[config.mk]
export PLATFORM = sky130hd
export DESIGN_NAME = stn_addr_filter
export DESIGN_NICKNAME = d
export VERILOG_FILES = /design/src/rtl/stn_filt_pkg.sv /design/src/rtl/addr_capture.sv /design/src/rtl/cam_table.sv /design/src/rtl/stn_addr_filter.sv
export SDC_FILE = /design/constraint.sdc
export NUM_CORES = 2
export LEC_CHECK = 0
export ABC_AREA = 1
export BUFFER_PORTS_ARGS = -buffer_cell sky130_fd_sc_hd__buf_4
export CORE_ASPECT_RATIO = 0.75
export CORE_UTILIZATION = 45
export DETAILED_ROUTE_END_ITERATION = 6
export PLACE_DENSITY = 0.63
export SKIP_LAST_GASP = 1
export SYNTH_ARGS = -nofsm -noshare
export SYNTH_HDL_FRONTEND = slang
export SYNTH_HIERARCHICAL = 1
export SYNTH_SLANG_ARGS = --single-unit
export TNS_END_PERCENT = 30
[constraint.sdc]
create_clock -name clk -period 2.7 [get_ports clk]
set_input_delay 0.27 -clock clk [delete_from_list [all_inputs] [get_ports clk]]
set_output_delay 0.27 -clock clk [all_outputs]
set_load 0.02 [all_outputs]
[src/rtl/stn_filt_pkg.sv]
package stn_filt_pkg;

    localparam int NUM_ENTRIES = 16;
    localparam int ADDR_BYTES  = 6;
    localparam int BYTE_W      = 8;
    localparam int ADDR_W      = ADDR_BYTES * BYTE_W;
    localparam int HOST_W      = 16;
    localparam int IDX_W       = $clog2(NUM_ENTRIES);
    localparam int SEL_W       = 2;
    localparam int FRAME_LIM   = 2 * ADDR_BYTES;
    localparam int CNT_W       = $clog2(FRAME_LIM + 1);

    typedef logic [ADDR_W-1:0] mac_t;

    typedef enum logic {
        FLD_DEST = 1'b0,
        FLD_SRC  = 1'b1
    } field_e;

    typedef struct packed {
        logic             hit;
        logic [IDX_W-1:0] idx;
        logic             bcast;
    } match_t;

    localparam mac_t BCAST_ADDR = '1;

    function automatic logic [IDX_W-1:0] lowest_idx(input logic [NUM_ENTRIES-1:0] v);
        logic [IDX_W-1:0] r;
        r = '0;
        for (int i = NUM_ENTRIES - 1; i >= 0; i--) begin
            if (v[i]) r = IDX_W'(i);
        end
        return r;
    endfunction

endpackage

[src/rtl/addr_capture.sv]
module addr_capture
    import stn_filt_pkg::*;
(
    input  logic              clk,
    input  logic              rst,
    input  logic              frm_start,
    input  logic              self_rx,
    input  logic              byte_vld,
    input  logic [BYTE_W-1:0] byte_data,
    output mac_t              addr,
    output logic              done
);
    localparam logic [CNT_W-1:0] LIM      = CNT_W'(FRAME_LIM);
    localparam logic [CNT_W-1:0] SRC_BASE = CNT_W'(ADDR_BYTES);
    localparam logic [CNT_W-1:0] LAST_OFF = CNT_W'(ADDR_BYTES - 1);

    logic [CNT_W-1:0] pos;
    field_e           fld;
    logic [CNT_W-1:0] base;
    logic [CNT_W-1:0] last;
    logic [CNT_W-1:0] off;
    logic             in_field;

    always_comb begin
        base     = (fld == FLD_SRC) ? SRC_BASE : '0;
        last     = base + LAST_OFF;
        off      = pos - base;
        in_field = (pos >= base) && (pos <= last);
    end

    always_ff @(posedge clk) begin
        if (rst) begin
            pos  <= LIM;
            fld  <= FLD_DEST;
            addr <= '0;
            done <= 1'b0;
        end else begin
            done <= 1'b0;
            if (frm_start) begin
                pos <= '0;
                fld <= field_e'(self_rx);
            end else if (byte_vld && (pos != LIM)) begin
                pos <= pos + CNT_W'(1);
                if (in_field) begin
                    addr[BYTE_W*off +: BYTE_W] <= byte_data;
                end
                done <= (pos == last);
            end
        end
    end

    p_done_pulse_r6: assert property (@(posedge clk) disable iff (rst)
        done |=> !done);

    p_pos_bound_r10: assert property (@(posedge clk) disable iff (rst)
        pos <= LIM);

    p_done_needs_byte_r10: assert property (@(posedge clk) disable iff (rst)
        done |-> $past(byte_vld));

endmodule

[src/rtl/cam_table.sv]
module cam_table
    import stn_filt_pkg::*;
(
    input  logic                   clk,
    input  logic                   rst,
    input  logic                   host_wr,
    input  logic [IDX_W-1:0]       host_entry,
    input  logic [SEL_W-1:0]       host_sel,
    input  logic [HOST_W-1:0]      host_data,
    input  logic                   en_load,
    input  logic [NUM_ENTRIES-1:0] en_bits,
    input  mac_t                   key,
    output logic [NUM_ENTRIES-1:0] match_vec
);
    localparam logic [SEL_W-1:0] SEL_LO  = SEL_W'(0);
    localparam logic [SEL_W-1:0] SEL_MID = SEL_W'(1);
    localparam logic [SEL_W-1:0] SEL_HI  = SEL_W'(2);

    logic [NUM_ENTRIES-1:0][ADDR_W-1:0] entries;
    logic [NUM_ENTRIES-1:0]             en_q;
    logic [HOST_W-1:0]                  stage_lo;
    logic [HOST_W-1:0]                  stage_mid;

    always_ff @(posedge clk) begin
        if (rst) begin
            entries   <= '0;
            en_q      <= '0;
            stage_lo  <= '0;
            stage_mid <= '0;
        end else begin
            if (en_load) en_q <= en_bits;
            if (host_wr) begin
                case (host_sel)
                    SEL_LO:  stage_lo  <= host_data;
                    SEL_MID: stage_mid <= host_data;
                    SEL_HI:  entries[host_entry] <= {host_data, stage_mid, stage_lo};
                    default: ;
                endcase
            end
        end
    end

    for (genvar g = 0; g < NUM_ENTRIES; g++) begin : g_cmp
        assign match_vec[g] = en_q[g] && (entries[g] == key);
    end

    p_commit_only_hi_r2: assert property (@(posedge clk) disable iff (rst)
        !(host_wr && host_sel == SEL_HI) |=> $stable(entries));

    p_disabled_no_match_r3: assert property (@(posedge clk) disable iff (rst)
        (match_vec & ~en_q) == '0);

endmodule

[src/rtl/stn_addr_filter.sv]
module stn_addr_filter
    import stn_filt_pkg::*;
(
    input  logic                   clk,
    input  logic                   rst,
    input  logic                   host_wr,
    input  logic [IDX_W-1:0]       host_entry,
    input  logic [SEL_W-1:0]       host_sel,
    input  logic [HOST_W-1:0]      host_data,
    input  logic                   en_load,
    input  logic [NUM_ENTRIES-1:0] en_bits,
    input  logic                   frm_start,
    input  logic                   self_rx,
    input  logic                   byte_vld,
    input  logic [BYTE_W-1:0]      byte_data,
    output logic                   res_vld,
    output logic                   hit,
    output logic [IDX_W-1:0]       hit_idx,
    output logic                   bcast_hit,
    output logic                   reject
);
    mac_t                   cap_addr;
    logic                   cap_done;
    logic [NUM_ENTRIES-1:0] match_vec;
    match_t                 res_q;
    match_t                 res_d;

    addr_capture u_cap (
        .clk       (clk),
        .rst       (rst),
        .frm_start (frm_start),
        .self_rx   (self_rx),
        .byte_vld  (byte_vld),
        .byte_data (byte_data),
        .addr      (cap_addr),
        .done      (cap_done)
    );

    cam_table u_cam (
        .clk        (clk),
        .rst        (rst),
        .host_wr    (host_wr),
        .host_entry (host_entry),
        .host_sel   (host_sel),
        .host_data  (host_data),
        .en_load    (en_load),
        .en_bits    (en_bits),
        .key        (cap_addr),
        .match_vec  (match_vec)
    );

    always_comb begin
        res_d.hit   = |match_vec;
        res_d.idx   = lowest_idx(match_vec);
        res_d.bcast = (cap_addr == BCAST_ADDR);
    end

    always_ff @(posedge clk) begin
        if (rst) begin
            res_q   <= '0;
            res_vld <= 1'b0;
            reject  <= 1'b0;
        end else begin
            res_vld <= cap_done;
            reject  <= cap_done && !res_d.hit && !res_d.bcast;
            if (cap_done) res_q <= res_d;
        end
    end

    assign hit       = res_q.hit;
    assign hit_idx   = res_q.idx;
    assign bcast_hit = res_q.bcast;

    p_reject_excl_r9: assert property (@(posedge clk) disable iff (rst)
        reject |-> (res_vld && !hit && !bcast_hit));

    p_vld_timing_r6: assert property (@(posedge clk) disable iff (rst)
        res_vld |-> $past(cap_done));

    p_idx_zero_on_miss_r7: assert property (@(posedge clk) disable iff (rst)
        (res_vld && !hit) |-> (hit_idx == '0));

endmodule

==> results.cfg <==
[critical_path]
crit_family = simple AND/OR/NAND/NOR gates
cp_max_fo = 7
path_cells = buf_4 > buf_4 > xnor2_1 > nand3_1 > nor2_1 > nand2_1 > nor2_1 > buf_4 > nor4_1 > buf_4 > nand2_1 > nor3_4 > nand2_1 > o211ai_1 > inv_1
critPathCaptureType = flip-flop
rrSetupSlack_ns = -0.05
critPathBufInv = 5
path_depth = 15
arrival_ns = 3.35
worstPathRequired_ns = 3.30
endpoint = hit
worstReg2RegStart = u_cap/addr[44]
critPathMaxStageDelay_ns = 0.48
startpoint = u_cap/addr[44]
r2r-end = hit
r2r.worst_path.cells = 15
crit_top_cell = buf_4
critical_path.slowest_cell = dfxtp_1
cp-start-kind = flip-flop
setup.worst_path.class = reg -> reg

[detailed_routing]
wirelength_microns = 234000
wl_per_cell_microns = 27.9
route.met3.wl_microns = 38900
viasPerCell = 5.78
met1_length_microns = 93300
vias = 48500
drt-initial-drc-count = 8640
firstDrtPassIters = 7
wl_met2_microns = 88900
drc = 9
highest_layer = met5
ant_nets = 0

[grt]
grt_pass1_wl_microns = 321000
grt_usage_pct = 45.8
grt_overflow = 0
grt_pass1_vias = 41900
antenna_found_initial = 7
grt_max_degree = 144

[sta]
period_minus_slack_ns = 2.75
rsz0062_at_grt = true
relSlewSlack_pct = 17.1
period_share_pct = 102
setup_tns_ns = -0.0903
finalHoldViolCount = 0
setup_violations = 3
tightestPinTransition_ns = 1.24
skew_ns = 0.0160
maxSlewViolCount = 0
worst_slack_ns = -0.0509
fmax_ghz = 0.364

[power_and_ir_drop]
ir_drop_mv = 0.428
power.leakage_uw = 0.0223
p_per_area_nw_per_um2 = 561

[cells_and_area]
fin_nets = 7061
layout-drive-gt1-share_pct = 13.6
final_cell_mix = 2,228 x nand2_1, 846 x dfxtp_1, 819 x nor2_1, 609 x inv_1, 518 x buf_4
area_growth_pct = 20.9
nFillCells = 9435
multi_input_area_sq_um = 22500
seq_area_sq_um = 17600
final_common_cell = nand2_1

[clocking]
cts_tree = built
path_clk_slew_ns = 0.07
numClockSinks = 878
cts_inserted_buffers = 94
root_buffer = clkbuf_16
clk_latency_ns = 0.72
cts_max_path_buffers = 3
htreeDepth = 3

[logic_synthesis]
synth-main-ff-cell = dfxtp_1
synth_edf_count = 0
ys_types = 37
synth_cells = 6753
synth_area_per_cell_sq_um = 6.54
synth-seq-area-share_pct = 39.8
synth-seq-cells = 878
syn_nets = 6820
syn_area_sq_um = 44100
async_reset_ff_share_pct = 0
ys_warn_count = 6

[die]
die_h_microns = 273
core_area_sq_um = 97200
initial_core_util_pct = 45.4
rows = 99
ios = 61
die_w_microns = 364
dieArea_sq_um = 99400

[status]
violations = DRC, setup timing
status = complete, but fails checks

[worst_hold_path]
holdPathStages = 5
hold_path_class = in -> reg
min-delay-start = byte_data[3]

[placed_design]
gp_congestion = 1.11
hpwl_microns = 165000
dp_slack_ns = -0.665
io_buffers = 60

[flow_run]
max-cap-violations = 0
## state kept, by name (all words and copies together), names as in the netlist
signal / flops
u_cap/pos: 4
u_cam/stage_lo: 16
bcast_hit: 1
u_cam/stage_mid: 16
u_cap/fld: 1
hit_idx: 4
u_cap/done: 1
reject: 1
u_cam/en_q: 16
hit: 1
u_cap/addr: 48
u_cam/entries: 768
res_vld: 1
## power breakdown
group	switching, uW	total (uW)	internal, uW
clock network	5910	14000	8080
logic	1900	2720	817
registers	171	13200	13000
total	7980	29900	21900
## Yosys cell counts (3+ instances only)
cell	count	area, sq um
a211oi_1	372	2790
a211oi_2	9	113
a21boi_0	8	60.1
a21oi_1	466	2330
buf_1	83	312
buf_2	89	445
buf_4	9	67.6
buf_6	9	101
clkbuf_1	301	1130
clkinv_1	16	60.1
dfxtp_1	878	17600
ha_1	12	150
inv_1	622	2330
inv_2	15	56.3
nand2_1	2246	8430
nand2_2	7	43.8
nand2_4	7	78.8
nand3_1	88	440
nand4_1	63	394
nor2_1	861	3230
nor2_2	8	50.1
nor2_4	5	56.3
nor2_8	3	60.1
nor3_1	11	55.1
nor3_2	5	50.1
nor4_1	6	37.5
o211ai_1	15	113
o21ai_0	306	1530
o21ai_1	9	45.0
xnor2_1	138	1210
xor2_1	76	666
## worst min-delay path, stage by stage
cell and delay (ns):
buf_4 0.12, nand2_1 0.08, nor2_1 0.06, nor2_1 0.10, nor2_1 0.06
## worst min-delay path by stage
stage | to | slack [ns]
6_report | u_cap/addr[11] | 0.01
5_1_grt | u_cam/entries[376] | 0.02
4_1_cts | u_cam/entries[376] | 0.002
3_5_place_dp | u_cam/entries[296] | 0.45
3_3_place_gp | u_cam/stage_lo[13] | 0.45
2_1_floorplan | hit_idx[0] | 0.33
## final cells by class
| type | instances | share of cell area, % |
|---|---|---|
| multi-input combinational | 4731 | 42.2 |
| inverter | 653 | 4.62 |
| antenna | 2 | 0.00938 |
| clock buffer | 149 | 5.55 |
| tap | 1313 | 3.08 |
| clock inverter | 24 | 0.546 |
| timing repair buffer | 636 | 10.9 |
| sequential | 878 | 33.0 |
## metrics by stage
stage	hold WS (ns)	cell area (sq um)	util, %	instances	power, uW
3_5_place_dp	0.453	49200	50.6	8171	15900
3_3_place_gp	0.448	49200	50.6	8171	15900
6_report	0.0104	53400	54.9	8386	29900
4_1_cts	0.00199	52900	54.4	8374	29600
2_1_floorplan	0.332	44100	-	6753	14600
5_1_grt	0.0198	53400	54.9	8384	30500
## timing repair
item | in CTS | in global routing
hold buffers | 29 | 0
pin swaps | 5 | 30
buffers inserted | 3 | 9
hold endpoints to repair | 82 | 0
cloned | 0 | 1
setup endpoints to repair | 27 | 50
gates resized for setup | 55 | 123
## logic make-up after synthesis
logic type / after synthesis / share of synthesized area, %
adder cells (fa/ha/maj): 14 / 0.431
XOR/XNOR: 214 / 4.25
AND/OR/NAND/NOR: 3315 / 29.4
buffers and inverters: 1144 / 10.2
flip-flops: 878 / 39.8
AO/OA/AOI/OAI: 1188 / 15.9
## routing by layer
metal	vias to the layer above	GRT usage, %
li1	21800	-
met1	22600	64.6
met2	3536	61.3
met3	604	16.9
met4	4	20.2
met5	-	0
No activity file was read; power rests on OpenSTA's default activity.
